==> src/rtl/dn_pkg.sv <==
// Shared types for the transmit fetch engine.
// Assumes 32-bit descriptor and data words.
package dn_pkg;
    typedef enum logic [2:0] {
        ST_IDLE,
        ST_LINK,
        ST_HDR,
        ST_SADDR,
        ST_SLEN,
        ST_DATA,
        ST_DRAIN
    } dn_state_e;

    localparam logic [3:0] CMD_HALT   = 4'd2;
    localparam logic [3:0] CMD_RESUME = 4'd3;
endpackage

==> src/rtl/dn_desc_walker.sv <==
// Descriptor walker: owns the list pointer, the halt flag and the memory
// read port. It parses the chain link, header and fragment words, then
// issues data-word reads and hands each word to the byte packer with a
// start lane and byte count.
// Assumes: one read outstanding, responses only after acceptance, and
// the packer consumes a whole word before the next data read is issued.
module dn_desc_walker
    import dn_pkg::*;
#(
    parameter int MAX_SEGS = 64,
    parameter int LEN_W    = 13,
    parameter int SUM_W    = LEN_W + $clog2(MAX_SEGS) + 1
) (
    input  logic             clk,
    input  logic             rst_n,
    input  logic             lp_wr,
    input  logic [31:0]      lp_wdata,
    input  logic             ctl_valid,
    input  logic [3:0]       ctl_arg,
    output logic             mem_req,
    output logic [31:0]      mem_addr,
    input  logic             mem_ready,
    input  logic             mem_rvalid,
    input  logic [31:0]      mem_rdata,
    output logic             pk_start,
    output logic             pk_load,
    output logic [31:0]      pk_word,
    output logic [1:0]       pk_off,
    output logic [2:0]       pk_cnt,
    input  logic             pk_busy,
    output logic [LEN_W-1:0] hdr_total,
    output logic [31:0]      lp_q,
    output logic             dn_done,
    output logic             tx_done,
    output logic             host_err
);
    localparam int IDX_W = $clog2(MAX_SEGS) + 1;

    dn_state_e        state;
    logic [31:0]      link_q;
    logic             notify_q;
    logic [IDX_W-1:0] seg_idx;
    logic [31:0]      seg_ptr;
    logic [LEN_W-1:0] seg_left;
    logic             seg_final;
    logic [SUM_W-1:0] sum_q;
    logic             inflight;
    logic             halted;

    logic [LEN_W-1:0] rd_len;
    logic [2:0]       avail;
    logic [2:0]       take;
    logic             seg_end;
    logic             end_final;
    logic             need_fetch;
    logic [31:0]      desc_addr;
    logic             wr_ok;
    logic             wr_bad;

    // Decode the list-pointer write presented while idle.
    always_comb begin
        wr_ok  = (state == ST_IDLE) && lp_wr && (lp_wdata != 32'd0) && (lp_wdata[2:0] == 3'd0);
        wr_bad = (state == ST_IDLE) && lp_wr && (lp_wdata != 32'd0) && (lp_wdata[2:0] != 3'd0);
    end

    // Bytes taken from the current data word and fragment-end detection.
    always_comb begin
        rd_len    = mem_rdata[LEN_W-1:0];
        avail     = 3'd4 - {1'b0, seg_ptr[1:0]};
        take      = (seg_left < LEN_W'(avail)) ? seg_left[2:0] : avail;
        seg_end   = mem_rvalid && (((state == ST_SLEN) && (rd_len == '0)) ||
                                   ((state == ST_DATA) && (seg_left == LEN_W'(take))));
        end_final = (state == ST_SLEN) ? mem_rdata[31] : seg_final;
    end

    // Select the read address and decide whether a read is wanted.
    always_comb begin
        desc_addr = lp_q + 32'd8 + (32'(seg_idx) << 3);
        unique case (state)
            ST_LINK:  mem_addr = lp_q;
            ST_HDR:   mem_addr = lp_q + 32'd4;
            ST_SADDR: mem_addr = desc_addr;
            ST_SLEN:  mem_addr = desc_addr + 32'd4;
            ST_DATA:  mem_addr = {seg_ptr[31:2], 2'b00};
            default:  mem_addr = 32'd0;
        endcase
        need_fetch = (state == ST_LINK) || (state == ST_HDR) || (state == ST_SADDR) ||
                     (state == ST_SLEN) || ((state == ST_DATA) && !pk_busy);
        mem_req    = need_fetch && !inflight && !halted;
    end

    // Hand data words to the packer.
    always_comb begin
        pk_start = wr_ok;
        pk_load  = mem_rvalid && (state == ST_DATA);
        pk_word  = mem_rdata;
        pk_off   = seg_ptr[1:0];
        pk_cnt   = take;
    end

    // Halt flag from the control command.
    always_ff @(posedge clk) begin
        if (!rst_n)
            halted <= 1'b0;
        else if (ctl_valid && (ctl_arg == CMD_HALT))
            halted <= 1'b1;
        else if (ctl_valid && (ctl_arg == CMD_RESUME))
            halted <= 1'b0;
    end

    // Track the single outstanding read.
    always_ff @(posedge clk) begin
        if (!rst_n)
            inflight <= 1'b0;
        else if (mem_req && mem_ready)
            inflight <= 1'b1;
        else if (mem_rvalid)
            inflight <= 1'b0;
    end

    // Descriptor state machine, list pointer and event pulses.
    always_ff @(posedge clk) begin
        if (!rst_n) begin
            state     <= ST_IDLE;
            lp_q      <= 32'd0;
            link_q    <= 32'd0;
            hdr_total <= '0;
            notify_q  <= 1'b0;
            seg_idx   <= '0;
            seg_ptr   <= 32'd0;
            seg_left  <= '0;
            seg_final <= 1'b0;
            sum_q     <= '0;
            dn_done   <= 1'b0;
            tx_done   <= 1'b0;
            host_err  <= 1'b0;
        end else begin
            dn_done  <= 1'b0;
            tx_done  <= 1'b0;
            host_err <= 1'b0;
            unique case (state)
                ST_IDLE: begin
                    if (wr_ok) begin
                        lp_q    <= lp_wdata;
                        seg_idx <= '0;
                        sum_q   <= '0;
                        state   <= ST_LINK;
                    end else if (wr_bad) begin
                        host_err <= 1'b1;
                    end
                end
                ST_LINK: if (mem_rvalid) begin
                    link_q <= mem_rdata;
                    state  <= ST_HDR;
                end
                ST_HDR: if (mem_rvalid) begin
                    hdr_total <= mem_rdata[LEN_W-1:0];
                    notify_q  <= mem_rdata[15];
                    state     <= ST_SADDR;
                end
                ST_SADDR: if (mem_rvalid) begin
                    seg_ptr <= mem_rdata;
                    state   <= ST_SLEN;
                end
                ST_SLEN: if (mem_rvalid) begin
                    seg_left  <= rd_len;
                    seg_final <= mem_rdata[31];
                    sum_q     <= sum_q + SUM_W'(rd_len);
                    if (rd_len != '0)
                        state <= ST_DATA;
                end
                ST_DATA: if (mem_rvalid) begin
                    seg_ptr  <= seg_ptr + 32'(take);
                    seg_left <= seg_left - LEN_W'(take);
                end
                ST_DRAIN: if (!pk_busy) begin
                    if (sum_q == SUM_W'(hdr_total)) begin
                        dn_done <= 1'b1;
                        tx_done <= notify_q;
                        lp_q    <= link_q;
                    end else begin
                        host_err <= 1'b1;
                    end
                    state <= ST_IDLE;
                end
                default: state <= ST_IDLE;
            endcase
            if (seg_end) begin
                if (end_final) begin
                    state <= ST_DRAIN;
                end else if (seg_idx == IDX_W'(MAX_SEGS - 1)) begin
                    host_err <= 1'b1;
                    state    <= ST_IDLE;
                end else begin
                    seg_idx <= seg_idx + 1'b1;
                    state   <= ST_SADDR;
                end
            end
        end
    end

    AST_MISALIGN_NO_READ: assert property (@(posedge clk) disable iff (!rst_n)
        wr_bad |=> (host_err && !mem_req && (state == ST_IDLE)));
    AST_EVENT_EXCLUSIVE: assert property (@(posedge clk) disable iff (!rst_n)
        $onehot0({dn_done, host_err}));
    AST_TXDONE_WITH_DONE: assert property (@(posedge clk) disable iff (!rst_n)
        tx_done |-> dn_done);
    AST_DONE_LOADS_LINK: assert property (@(posedge clk) disable iff (!rst_n)
        dn_done |-> (lp_q == $past(link_q)));
    AST_HALT_NO_REQ: assert property (@(posedge clk) disable iff (!rst_n)
        (halted && !(ctl_valid && (ctl_arg == CMD_RESUME))) |=> !mem_req);
    AST_ONE_OUTSTANDING: assert property (@(posedge clk) disable iff (!rst_n)
        (mem_req && mem_ready) |=> !mem_req);
endmodule

==> src/rtl/dn_byte_packer.sv <==
// Byte packer: holds one fetched word and emits its selected byte lanes,
// lowest lane first, over a valid/ready byte interface. Counts the bytes
// of the packet to mark the one that reaches the header total.
// Assumes: a new word is loaded only when the previous one is used up.
module dn_byte_packer #(
    parameter int LEN_W = 13,
    parameter int SUM_W = 20
) (
    input  logic             clk,
    input  logic             rst_n,
    input  logic             pk_start,
    input  logic             pk_load,
    input  logic [31:0]      pk_word,
    input  logic [1:0]       pk_off,
    input  logic [2:0]       pk_cnt,
    input  logic [LEN_W-1:0] hdr_total,
    output logic             pk_busy,
    output logic             tx_valid,
    output logic [7:0]       tx_data,
    output logic             tx_last,
    input  logic             tx_ready
);
    logic [31:0]      word_q;
    logic [1:0]       lane_q;
    logic [2:0]       left_q;
    logic [SUM_W-1:0] sent_q;

    // Present the current lane and the end-of-packet mark.
    always_comb begin
        pk_busy  = (left_q != 3'd0);
        tx_valid = pk_busy;
        tx_data  = word_q[{lane_q, 3'b000} +: 8];
        tx_last  = tx_valid && ((sent_q + 1'b1) == SUM_W'(hdr_total));
    end

    // Word holding register and lane stepping.
    always_ff @(posedge clk) begin
        if (!rst_n) begin
            word_q <= 32'd0;
            lane_q <= 2'd0;
            left_q <= 3'd0;
        end else if (pk_load) begin
            word_q <= pk_word;
            lane_q <= pk_off;
            left_q <= pk_cnt;
        end else if (tx_valid && tx_ready) begin
            lane_q <= lane_q + 1'b1;
            left_q <= left_q - 1'b1;
        end
    end

    // Packet byte counter, cleared when a descriptor starts.
    always_ff @(posedge clk) begin
        if (!rst_n)
            sent_q <= '0;
        else if (pk_start)
            sent_q <= '0;
        else if (tx_valid && tx_ready)
            sent_q <= sent_q + 1'b1;
    end

    AST_TX_HOLD: assert property (@(posedge clk) disable iff (!rst_n)
        (tx_valid && !tx_ready) |=> (tx_valid && $stable(tx_data) && $stable(tx_last)));
    AST_LOAD_WHEN_EMPTY: assert property (@(posedge clk) disable iff (!rst_n)
        pk_load |-> !pk_busy);
endmodule

==> src/rtl/dn_dma_engine.sv <==
// Transmit fetch engine top: joins the descriptor walker and the byte
// packer. Memory port is word-based with one read outstanding; the byte
// stream feeds a transmit FIFO.
module dn_dma_engine #(
    parameter int MAX_SEGS = 64,
    parameter int LEN_W    = 13
) (
    input  logic        clk,
    input  logic        rst_n,
    input  logic        lp_wr,
    input  logic [31:0] lp_wdata,
    output logic [31:0] lp_rdata,
    input  logic        ctl_valid,
    input  logic [3:0]  ctl_arg,
    output logic        mem_req,
    output logic [31:0] mem_addr,
    input  logic        mem_ready,
    input  logic        mem_rvalid,
    input  logic [31:0] mem_rdata,
    output logic        tx_valid,
    output logic [7:0]  tx_data,
    output logic        tx_last,
    input  logic        tx_ready,
    output logic        dn_done,
    output logic        tx_done,
    output logic        host_err
);
    localparam int SUM_W = LEN_W + $clog2(MAX_SEGS) + 1;

    logic             pk_start;
    logic             pk_load;
    logic [31:0]      pk_word;
    logic [1:0]       pk_off;
    logic [2:0]       pk_cnt;
    logic             pk_busy;
    logic [LEN_W-1:0] hdr_total;

    dn_desc_walker #(
        .MAX_SEGS (MAX_SEGS),
        .LEN_W    (LEN_W),
        .SUM_W    (SUM_W)
    ) i_walker (
        .clk        (clk),
        .rst_n      (rst_n),
        .lp_wr      (lp_wr),
        .lp_wdata   (lp_wdata),
        .ctl_valid  (ctl_valid),
        .ctl_arg    (ctl_arg),
        .mem_req    (mem_req),
        .mem_addr   (mem_addr),
        .mem_ready  (mem_ready),
        .mem_rvalid (mem_rvalid),
        .mem_rdata  (mem_rdata),
        .pk_start   (pk_start),
        .pk_load    (pk_load),
        .pk_word    (pk_word),
        .pk_off     (pk_off),
        .pk_cnt     (pk_cnt),
        .pk_busy    (pk_busy),
        .hdr_total  (hdr_total),
        .lp_q       (lp_rdata),
        .dn_done    (dn_done),
        .tx_done    (tx_done),
        .host_err   (host_err)
    );

    dn_byte_packer #(
        .LEN_W (LEN_W),
        .SUM_W (SUM_W)
    ) i_packer (
        .clk       (clk),
        .rst_n     (rst_n),
        .pk_start  (pk_start),
        .pk_load   (pk_load),
        .pk_word   (pk_word),
        .pk_off    (pk_off),
        .pk_cnt    (pk_cnt),
        .hdr_total (hdr_total),
        .pk_busy   (pk_busy),
        .tx_valid  (tx_valid),
        .tx_data   (tx_data),
        .tx_last   (tx_last),
        .tx_ready  (tx_ready)
    );

    AST_DRAINED_AT_DONE: assert property (@(posedge clk) disable iff (!rst_n)
        dn_done |-> !tx_valid);
endmodule

==> config.mk <==
export PLATFORM = sky130hd
export DESIGN_NAME = dn_dma_engine
export DESIGN_NICKNAME = d
export VERILOG_FILES = /design/src/rtl/dn_pkg.sv /design/src/rtl/dn_desc_walker.sv /design/src/rtl/dn_byte_packer.sv /design/src/rtl/dn_dma_engine.sv
export SDC_FILE = /design/constraint.sdc
export NUM_CORES = 1
export LEC_CHECK = 0
export ABC_CLOCK_PERIOD_IN_PS = 7000
export BUFFER_PORTS_ARGS = -buffer_cell sky130_fd_sc_hd__buf_2
export CORE_MARGIN = 5
export CORE_UTILIZATION = 49
export CTS_CLUSTER_SIZE = 14
export DETAILED_ROUTE_END_ITERATION = 10
export HOLD_SLACK_MARGIN = 0.1
export PLACE_DENSITY = 0.75
export SLEW_MARGIN = 25
export SYNTH_ARGS = -nofsm -noshare
export SYNTH_HDL_FRONTEND = slang
export SYNTH_SLANG_ARGS = --single-unit
==> constraint.sdc <==
create_clock -name clk -period 7 [get_ports clk]
set_input_delay 0 -clock clk [delete_from_list [all_inputs] [get_ports clk]]
set_output_delay 0 -clock clk [all_outputs]
set_load 0.01 [all_outputs]
==> run summary, run 1 <==
The worst hold path belongs to the class primary input to flip-flop. The H-tree depth reported by CTS was 1; the clock network latency to the later pin of the worst-skew pair was 0.54 ns. The leftover overflow at the end of global routing was 0; the number of enable-type register cells in the synthesized netlist was 0. By area the synthesized netlist is led by dfxtp_1 31%, nand2_1 9.5%, a21oi_1 5.7%. At the end of the flow, the number of nets in the layout was 2151. Overall power consumption after layout is estimated at 3.81 mW.

The initial antenna violation count came out at 0. The tools report the final hold violation count as 0. In the routed design, unresolved DRC markers number 0. The run gives 31.1% as the proportion of synthesized chip area in sequential cells.

Counting every sink on the clock net gives 216. For the static leakage, the log shows 6.16 nW. The tools report the number of clock buffers inserted by TritonCTS as 26. In the layout the commonest cells are 351 x nand2_1, 215 x dfxtp_1, 195 x nor2_1, 158 x a21oi_1, 152 x buf_2. The routed design could run at a clock period as short as 5.05 ns. The die is 178 um wide. For this design the ratio of total power to cell area is 233 nW/um^2. The count of synthesis-stage warnings from yosys came out at 0. Setup repair after global routing left no endpoint under its margin. The element type at the critical path end is a primary output. In this run the count of I/O pins placed on the die edge is 153. Leading cell type in the layout, fill and taps excluded: nand2_1.

Cells with a size suffix above 1 make up 12.3% of the layout. Counting every instance in the synthesized netlist gives 1898. The synthesized netlist net count was 2018; the highest net fanout along the worst path was 11. Global routing used 27.6% of the available tracks.

The register bit total from synthesis was 216; the number of buffers added on ports was 152. The number of placement rows is 61. The final route contains 14600 vias. Compared with the post-synthesis result, the final layout area differs by 17.6%.

The most used flip-flop cell after synthesis is dfxtp_1. The initial utilization of the core area, before any placement, comes to 49.8%. The largest net degree at the start of global routing came out at 95. For the critical path required time, the log shows 7.00 ns. The worst setup path is launched from a flip-flop.

The final count of pins violating max slew is 0, and the largest clock skew in the final design is 0.0303 ns. The setup path with the least slack is of type flip-flop to primary output. Detailed placement ended at an HPWL of 31800 um.

After synthesis the cells add up to 13900 sq um. The maximum clock insertion buffer count came out at 3. The congestion estimate from routability-driven global placement came to 0.946.

In the final routed layout, each cell accounts on average for 18.8 um. The count of nets left with antenna violations once routing finished came out at 0. In the finished design, the share of the clock period the worst path needs comes to 72.1%. Via count of the first global-routing pass: 13300. For the worst setup path, the data arrival time is 5.05 ns. For the die footprint, the log shows 31800 sq um.

The share of flip-flops with an asynchronous set or reset was 0%; the number of inserted filler cells in the final layout was 2522. The worst relative slew slack was 29.6%. Derived from the worst setup path, the maximum achievable clock frequency is 0.198 GHz. The detailed router finished its first iteration with 1767 violations. TritonCTS built the clock tree.

In the final timing run, aggregate negative setup slack is 0 ns. The floorplan step defined a core boundary enclosing 27900 sq um. Summed over all layers, the routed wires come to 45500 um. The tree is rooted in a clkbuf_16.

The number of setup violations in the final report came out at 0. The first global-routing pass estimated 71300 um of wire. The via-per-instance ratio is 6.01, and the count of cell types in the netlist is 75. In this run the mean area of a mapped cell was 7.32 sq um. The tool flagged a number of max-cap violations equal to 0. The library cell occupying the most area in the post-synthesis netlist was dfxtp_1. The peak ir drop on the vdd network was 146 uV. The pre-antenna-repair detailed-routing pass consisted of 5 iterations. The top cell type by area accounts for 31.1% of the synthesized area. The die is 178 um tall.

At the pin with the least slew margin, the transition time is 1.06 ns. The clock slew at the register clock pins of the worst setup and hold paths works out to 0.06 ns. The run finished with clean final reports.
area by class of cell:
type | instances | area, sq um | area share [%]
antenna | 1 | 2.50 | 0.0153
clock buffer | 36 | 769 | 4.71
clock inverter | 8 | 98.8 | 0.605
inverter | 39 | 149 | 0.912
multi-input combinational | 1507 | 8900 | 54.5
sequential | 216 | 4330 | 26.5
tap | 378 | 473 | 2.90
timing repair buffer | 241 | 1610 | 9.85
worst paths after layout:
check	start	endpoint	slack, ns	cells after the start
min reg2reg	i_packer.word_q[10]$_SDFFE_PN0P_	i_packer.word_q[10]$_SDFFE_PN0P_	0.45	2
max	i_walker.lp_q[4]$_SDFFE_PN0P_	mem_addr[28]	1.95	13
min	lp_wdata[3]	i_walker.lp_q[3]$_SDFFE_PN0P_	0.30	4
max reg2reg	i_walker.seg_ptr[1]$_SDFFE_PN0P_	i_walker.seg_ptr[22]$_SDFFE_PN0P_	2.11	21
cells by family after synthesis:
family                   after synthesis  synth area share [%]
AO/OA/AOI/OAI                        451                  20.5
multiplexers                          21                  2.23
adder cells (fa/ha/maj)               45                  4.27
flip-flops                           216                  31.1
buffers and inverters                175                  4.88
AND/OR/NAND/NOR                      847                  28.0
XOR/XNOR                             143                  9.02
what timing repair did:
item	in CTS	in global routing
hold buffers	72	0
endpoints found under the hold margin	165	0
resized for setup	0	0
buffers inserted	0	0
worst max-delay path, stage by stage (launching register included):
cell,delay (ns)
dfxtp_1,0.48
ha_1,0.29
ha_1,0.23
fa_1,0.42
a211o_1,0.37
a2111oi_4,0.61
nor4bb_2,0.19
nor4_2,0.25
o31ai_1,0.20
or4_4,0.61
nor4_1,0.41
xor2_1,0.20
o21ai_1,0.07
buf_2,0.17
state kept, by name, summed over array words and instances, names as in the netlist:
name	cells
i_walker.lp_q	32
i_packer.sent_q	20
i_walker.seg_final	1
i_walker.host_err	1
i_walker.hdr_total	13
i_walker.dn_done	1
i_walker.tx_done	1
i_walker.sum_q	20
i_packer.left_q	3
i_packer.lane_q	2
i_walker.halted	1
i_walker.seg_left	13
i_walker.link_q	32
i_walker.inflight	1
i_walker.notify_q	1
i_walker.seg_ptr	32
i_packer.word_q	32
i_walker.state	3
i_walker.seg_idx	7
power breakdown:
| group | total [mW] | switching [mW] | leakage [nW] | internal (mW) |
|---|---|---|---|---|
| Clock | 1.37 | 0.532 | 0.430 | 0.836 |
| Sequential | 1.42 | 0.109 | 1.75 | 1.32 |
| Combinational | 1.02 | 0.663 | 3.98 | 0.356 |
Yosys cell counts (4+ instances only):
master,number
or3_1,19
nor2b_1,7
and2_1,13
a211oi_1,22
nor2_1,197
mux2i_1,13
nand2_1,353
xor2_1,69
a211o_1,4
mux4_2,8
a22oi_1,24
o211ai_1,12
a21o_1,13
nand3b_1,6
nand4b_1,5
a21oi_1,158
buf_1,6
nor3_1,38
o31ai_1,11
o21ai_0,89
and3_1,28
o221a_2,4
dfxtp_1,216
a31oi_1,13
clkbuf_1,122
o21a_1,6
or2_2,7
inv_1,38
xnor2_1,74
fa_1,4
a221oi_1,4
nor4_1,33
a311oi_1,35
nor3b_1,5
o22ai_1,21
o21ai_1,6
buf_2,5
nand3_1,90
nand2b_1,7
ha_1,41
nand4_1,17
or4_1,4
through the flow:
stage               hold WS (ns)  area, sq um  std cells  setup slack, ns  utilization (%)
global route               0.310        16300       2425             1.60             58.6
detailed placement         0.183        14700       2309             2.23             52.9
global placement           0.185        14700       2309             2.37             52.9
finish                     0.295        16300       2426             1.95             58.6
floorplan                 0.0956        13900       1898             2.60                -
CTS                        0.285        16300       2425             1.98             58.6
routing by layer:
metal | up-vias | GRT usage [%] | wire [um]
li1 | 6964 | - | -
met1 | 6803 | 38.5 | 19300
met2 | 707 | 44.6 | 20400
met3 | 104 | 3.52 | 4410
met4 | 0 | 8.22 | 1400
met5 | - | 0 | 0
(Power assumes the default switching activity.)
==> run 2: changes to the inputs <==
- ABC_CLOCK_PERIOD_IN_PS: 7000 -> 4500
- PLACE_DENSITY: 0.75 -> 0.77
- clock period: 7 -> 4.5 ns (I/O delays scaled with it)
==> run 2 against run 1 <==
  * Power grew 52%
  * Sequential share of layout area shrank 0.64 points
  * Wire length rose by 5.1%
  * Utilization increased by 1.6 points
  * Highest routed layer is now met5
  * Sequential power grew 56%
  * Largest power group unchanged
==> run summary, run 2 (synthesis gave the netlist of run 1 again) <==
The run finished with clean final reports. In the layout the commonest cells are 351 x nand2_1, 209 x dfxtp_1, 195 x nor2_1, 156 x a21oi_1, 152 x buf_2. The tools report the overall track demand over capacity in global routing as 28.6% (+1.0 points). The die footprint was 31800 sq um (unchanged); the iteration-0 DRC count of the detailed router was 1455 (-18%). The final worst-path cycle share came out at 99.8%. The tools report the critical path required time as 4.50 ns (-2.50 ns). The logs give 0.54 ns (about the same) for the clock network latency to the later pin of the worst-skew pair and 13800 (+3.4%) for the via count of the first global-routing pass. The initial antenna violation count came out at 2 (+2). The core region area is 27900 sq um (unchanged), and the highest net fanout along the worst path is 9 (-2). STA classifies the critical path endpoint as a primary output. The logs give 0 (unchanged) for the final count of pins violating max slew and 3 (unchanged) for the maximum clock insertion buffer count. The pre-CTS worst setup slack came out at 0.167 ns (-2.06 ns). Clock slew at the register clock pins of the worst setup and hold paths: 0.06 ns (about the same). The static leakage is 6.42 nW (+4.2%), and the power per unit of standard cell area is 346 nW/um^2 (+48%).

Setup repair after global routing could not meet its margin everywhere. The tools report the number of top-level pins as 153 (unchanged). The post-detailed-route count of antenna-violating nets is 0 (unchanged), and the highest cell delay on the worst timing path is 0.52 ns (-0.09 ns). From synthesis to final layout, the design area changed by 20.8%. The total of max-cap violations came out at 0 (unchanged). The number of detailed-routing iterations run before antenna repair is 6 (+1), and the number of buffers added on ports is 152 (unchanged). The slowest stage of the critical path belongs to the cell or4b_4.

Die extent in y: 178 um (unchanged). The kind of cell with the highest combined delay along the critical path is compound AO/OA/AOI/OAI gates. The worst relative slew slack came out at 34.3% (+4.7 points). The leftover overflow at the end of global routing is 0 (unchanged), and the per-cell routed wire length is 19.5 um (+3.8%). The worst setup path is of the flip-flop to primary output kind. The via-per-instance ratio was 6.12 (+1.8%); the largest net degree at the start of global routing was 84 (-12%).

The run gives 1 (unchanged) as the H-tree depth reported by CTS. The run gives 1.02 (+7.8%) as the last weighted congestion value of the routability-driven placer. For the post-detailed-routing wire length, the log shows 47900 um (+5.1%).

Final non-filler cell total: 2457 (+1.3%). TritonCTS built the clock tree. The total placed cells including tap cells was 2328 (+0.82%). The starting density of the core was 49.8% (unchanged); the post-route worst setup slack was 0.00732 ns (-1.94 ns).

The DRC violation count after routing came out at 0 (unchanged). The number of clock buffers inserted by TritonCTS is 25 (-3.8%), and the clock net sink count is 216 (unchanged). The tools report the startpoint kind of the worst setup timing path as a flip-flop. The number of setup violations in the final report was 0 (unchanged).

Traced cell by cell, the critical path runs through inv_2, ha_4, inv_2, ha_4, fa_2, a211o_4, a2111oi_4, buf_6, buf_6, or3_4, o21ai_4, a2111oi_4, or4b_4, nor4_4, xnor2_1, o21ai_1, buf_2. The tools report the final design utilization as 60.2% (+1.6 points). The time the worst path needs with I/O delays and setup was 4.49 ns. The class of the most critical hold timing path is primary input to flip-flop. The number of inserted filler cells in the final layout is 2495 (-1.1%).

The tools report the worst-case hold slack as 0.297 ns (+0.00179 ns). For the largest clock skew in the final design, the log shows 0.0230 ns (-0.00725 ns). The tools report the number of placement rows as 61 (unchanged).

Leaving out fill and tap cells, the most frequent cell in the layout is nand2_1. The x dimension of the die is 178 um (unchanged), and the global-route wire length before repair is 74000 um (+3.8%). The proportion of layout cells with a drive suffix above 1 is 15.3% (+3.0 points). The logs give 33000 um (+3.8%) for the HPWL after detailed placement and 15000 (+3.1%) for the total via count after detailed routing. The arrival time of data at the critical path endpoint was 4.49 ns (-0.56 ns); the actual slew at the worst max-slew pin was 0.982 ns (-0.0732 ns).

Flop-to-flop setup slack: 0.24 ns (-1.87 ns). The tools report the peak ir drop on the vdd network as 193 uV (+32%). The run gives 4340 sq um (+0.23%) as the area taken by flip-flops and latches.

The tools report the total area of multi-input combinational cells as 9180 sq um (+3.2%). The tools report the post-layout net count as 2181 (+1.4%). The run gives 0 (unchanged) as the final hold violation count. The buffering stage count on the worst path with inverters included was 5 (+4); the maximum clock rate was 0.223 GHz.

The root buffer cell chosen for the clock tree is clkbuf_16.
## run 2: cell count changes in the layout (fill, tap and decap cells not counted), moves of 5 or more
| cell | change |
|---|---|
| dfxtp_2 | +5 |
| buf_4 | +26 |
| nor4_1 | -5 |
| dfxtp_1 | -6 |
| nor4_4 | +6 |
| ha_1 | -5 |
## run 2: final timing paths
kind | from | endpoint | cells after the start
setup / recovery | i_walker.seg_idx[0]$_SDFF_PN0_ | mem_addr[31] | 17
hold reg to reg | i_packer.word_q[31]$_SDFFE_PN0P_ | i_packer.word_q[31]$_SDFFE_PN0P_ | 2
setup reg to reg | i_walker.seg_ptr[1]$_SDFFE_PN0P_ | i_walker.seg_ptr[22]$_SDFFE_PN0P_ | 21
hold / removal | lp_wdata[7] | i_walker.lp_q[7]$_SDFFE_PN0P_ | 4
## run 2: cell type report
type | instances | share of cell area, %
Antenna cell | 2 | 0.0298
Timing Repair Buffer | 271 | 11.0
Multi-Input combinational cell | 1508 | 54.8
Tap cell | 378 | 2.82
Sequential cell | 216 | 25.8
Clock inverter | 8 | 0.261
Inverter | 39 | 0.888
Clock buffer | 35 | 4.37
## run 2: through the flow
step	power, mW	area [sq um]	TNS [ns]
final	5.81	16800	0
after global routing	6.07	16800	-0.657
after global placement	3.77	14900	0
after detailed placement	3.79	14900	0
after CTS	5.78	16600	0
after floorplan	3.28	13900	0
## run 2: per-layer routing
metal,GRT usage (%),vias to the layer above,wire length [um]
met3,4.26,133,4430
met4,9.05,2,1480
met2,47.2,769,22100
met1,38.6,7093,19800
met5,0,-,13
li1,-,7031,-
## run 2: worst min-delay path: cells and delay by family
kind	cells	cell delay (ns)
buf+inv	2	0.64
compound gates	1	0.08
simple gates	1	0.05
## run 2: what timing repair did
item / 4_1_cts / 5_1_grt
hold buffers: 72 / 0
hold endpoints to repair: 164 / 0
setup buffers: 6 / 5
gates cloned: 1 / 0
pin swaps: 11 / 18
gates resized for setup: 30 / 29
setup endpoints to repair: 16 / 18
## run 2: power breakdown
part | internal, mW | switching (mW) | total, mW
Clock | 1.13 | 0.812 | 1.94
Combinational | 0.584 | 1.08 | 1.66
Sequential | 2.05 | 0.160 | 2.21
Total | 3.76 | 2.05 | 5.81
==> run 3: changes to the inputs <==
- CORE_MARGIN: 5 -> 3
- SYNTH_HIERARCHICAL: unset -> 1
==> run 3 against run 2 <==
  * Wire length grew 0.66%
  * Global-route usage rose by 0.66 points
  * Register-to-register slack improved by 0.19 ns
==> run summary, run 3 <==
The run finished with clean final reports. The power per unit of standard cell area was 271 nW/um^2 (-22%); the maximum clock insertion buffer count was 3 (unchanged). The number of placement rows is 62 (+1.6%), and the antenna diode instance count is 0 (-2).

The worst relative slew slack is 31.9% (-2.5 points). The register bit total from synthesis was 216 (unchanged); the number of inserted filler cells in the final layout was 2628 (+5.3%). For this run, the leading register cell type out of synthesis is dfxtp_1. The run gives 33800 um (+2.2%) as the HPWL after detailed placement. Via count of the first global-routing pass: 13800 (+0.41%). By count the netlist is led by 218 x nand2_1, 216 x dfxtp_1, 196 x nor2_1. The area taken by flip-flops and latches was 4330 sq um (-0.20%). The core region area came out at 29000 sq um (+4.1%). The total via count after detailed routing was 15000 (-0.35%); the share of flip-flops with an asynchronous set or reset was 0% (unchanged). The root buffer cell chosen for the clock tree is clkbuf_16. Leading cell type in the layout, fill and taps excluded: nand2_1.

For the overall track demand over capacity in global routing, the log shows 29.3% (+0.66 points). The total area of multi-input combinational cells was 9450 sq um (+2.9%); the final count of pins violating max slew was 0 (unchanged). The iteration-0 DRC count of the detailed router is 1450 (-0.34%), and the last weighted congestion value of the routability-driven placer is 0.936 (-8.2%).

The number of detailed-routing iterations run before antenna repair is 6 (unchanged). In this run the worst hold path is classified as primary input to flip-flop. The proportion of layout cells with a drive suffix above 1 was 14.8% (-0.48 points); the number of top-level pins was 153 (unchanged).

The count of synthesis-stage warnings from yosys came out at 6 (+6). Number of enable-type register cells in the synthesized netlist: 0 (unchanged). The instance count of the mapped netlist is 1884 (-0.74%).

The static leakage was 6.45 nW (+0.47%); the starting density of the core was 50.3% (+0.40 points). TritonCTS built the clock tree. Via-per-instance ratio: 6.20 (+1.4%).

The signal on the critical path passes through ha_1, ha_2, inv_1, fa_2, nand2b_4, a21o_1, a2111o_1, xnor2_2, nand4_4, or4_4, o31a_1, o31ai_1, buf_2. For the clock network latency to the later pin of the worst-skew pair, the log shows 0.53 ns (about the same). The maximum clock rate was 0.231 GHz (+4.0%). Family with the most delay on the worst path: compound AO/OA/AOI/OAI gates. For the final instance area, the log shows 17000 sq um (+1.1%).

For the total of max-cap violations, the log shows 0 (unchanged). The highest net fanout along the worst path is 7 (-2). The worst setup path is of the flip-flop to primary output kind. The logs give 228 uV (+18%) for the peak ir drop on the vdd network and 15300 sq um (+2.7%) for the standard cell area after detailed placement. The logs give 0 (unchanged) for the leftover overflow at the end of global routing and 0.176 ns (-0.121 ns) for the worst-case hold slack. The per-cell routed wire length is 20.0 um (+2.5%), and the number of clock buffers inserted by TritonCTS is 25 (unchanged).

The final worst-path cycle share was 96.0% (-3.8 points); the clock slew at the register clock pins of the worst setup and hold paths was 0.06 ns (about the same). The initial antenna violation count was 0 (-2); the number of setup violations in the final report was 0 (unchanged). STA classifies the critical path endpoint as a primary output. The run gives 0.0140 ns (-0.00908 ns) as the largest clock skew in the final design. Time the worst path needs with I/O delays and setup: 4.32 ns (-0.171 ns). The global-route wire length before repair is 75000 um (+1.4%), and the fraction of synthesized cell area taken by the top area cell type is 29.7% (-1.5 points).

The mean instance size in the synthesized netlist came out at 7.74 sq um (+5.8%). The arrival time of data at the critical path endpoint was 4.32 ns (-0.17 ns). The number of buffers added on ports came out at 152 (unchanged). For the largest net degree at the start of global routing, the log shows 65 (-23%). For the clock net sink count, the log shows 216 (unchanged).

The largest total area in the synthesized netlist belongs to dfxtp_1. The library cells used most frequently in the layout, excluding fill and tap cells, are 216 x nand2_1, 214 x dfxtp_1, 196 x nor2_1, 152 x buf_2, 138 x a21oi_1. The run gives 0 (unchanged) as the post-detailed-route count of antenna-violating nets. The area of the mapped netlist is 14600 sq um (+5.0%). The post-detailed-routing wire length is 48200 um (+0.66%).

The post-layout net count was 2132 (-2.2%); the x dimension of the die was 178 um (about the same). The die extent in y was 178 um (about the same). The buffering stage count on the worst path with inverters included is 2 (-3), and the highest cell delay on the worst timing path is 0.58 ns (+0.06 ns). Ranked by total cell area, the synthesized netlist is headed by dfxtp_1 30%, nand2_1 5.6%, mux2i_1 5.4%.

The critical path required time was 4.50 ns (about the same); the die footprint was 31900 sq um (+0.16%). For the synthesized netlist net count, the log shows 2003 (-0.74%). For this design, the slowest cell found on the critical path is or4_4.

The DRC violation count after routing was 0 (unchanged). The final hold violation count is 0 (unchanged). The startpoint kind of the worst setup timing path was a flip-flop.

The run gives 87 (+16%) as the count of cell types in the netlist. The area overhead of the layout relative to synthesis came out at 16.3%. The H-tree depth reported by CTS came out at 1 (unchanged).

The cell with the most instances after synthesis was nand2_1. The tools report the proportion of synthesized chip area in sequential cells as 29.7% (-1.5 points). The actual slew at the worst max-slew pin works out to 1.02 ns (+0.0394 ns).
## run 3: power by group
part           leakage (nW)  internal [mW]  switching, mW
clock network         0.398           1.15          0.838
logic                  4.31          0.233          0.363
registers              1.74           1.95         0.0621
## run 3: routing by layer
| metal | up-vias | GRT usage, % | share of wire, % | wire, um |
|---|---|---|---|---|
| met2 | 728 | 47.6 | 46 | 22200 |
| met5 | - | 0 | 0 | 0 |
| li1 | 7012 | - | - | - |
| met4 | 0 | 9.45 | 3.7 | 1760 |
| met3 | 131 | 4.41 | 8.9 | 4290 |
| met1 | 7105 | 39.8 | 41 | 20000 |
## run 3: path summary, 6_finish.rpt
check                                                     endpoint  depth (start not counted)  slack [ns]                              start
worst min register to register     i_walker/link_q[9]$_SDFFE_PN0P_                          2        0.46    i_walker/link_q[9]$_SDFFE_PN0P_
worst min-delay path                  i_walker/host_err$_SDFF_PN0_                          6        0.18                              lp_wr
worst max-delay path                                  mem_addr[30]                         13        0.18      i_walker/lp_q[4]$_SDFFE_PN0P_
worst max register to register  i_walker/seg_left[12]$_SDFFE_PN0P_                         16        0.43  i_walker/seg_left[8]$_SDFFE_PN0P_
## run 3: logic make-up after synthesis
family | Yosys count | share of synthesized area, %
compound gates | 466 | 20.4
fa+ha+maj | 44 | 3.98
simple gates | 751 | 25.3
flops | 216 | 29.7
xor+xnor | 121 | 7.37
buf+inv | 197 | 6.42
mux | 89 | 6.85
## run 3: what timing repair did
item                       4_1_cts  5_1_grt
resized for setup                1       20
pin swaps                        2        2
hold endpoints to repair       165        0
buffers inserted                 3        0
setup endpoints to repair        3       13
hold buffers                    76        0
## run 3: layout make-up
class,count,area share (%)
clock buffers,33,4.10
clock inverters,11,0.553
inverters,38,0.856
multi-input cells,1471,55.7
flip-flops and latches,216,25.5
well taps,384,2.83
repair buffers,261,10.4
## run 3: through the flow
step / worst slack [ns] / TNS [ns] / utilization [%] / std cells / total power, mW
after floorplan: 0.576 / 0 / - / 1884 / 2.40
after global routing: -0.0328 / -0.0579 / 58.4 / 2414 / 4.74
after detailed placement: 0.460 / 0 / 52.7 / 2291 / 2.58
after global placement: 0.521 / 0 / 52.6 / 2291 / 2.58
after CTS: 0.0112 / 0 / 58.1 / 2414 / 4.60
final: 0.179 / 0 / 58.4 / 2414 / 4.60
## run 3: worst min-delay path, delay by kind of cell
family | cells | cell delay (ns)
simple gates | 4 | 0.44
buf+inv | 1 | 0.12
compound gates | 1 | 0.09
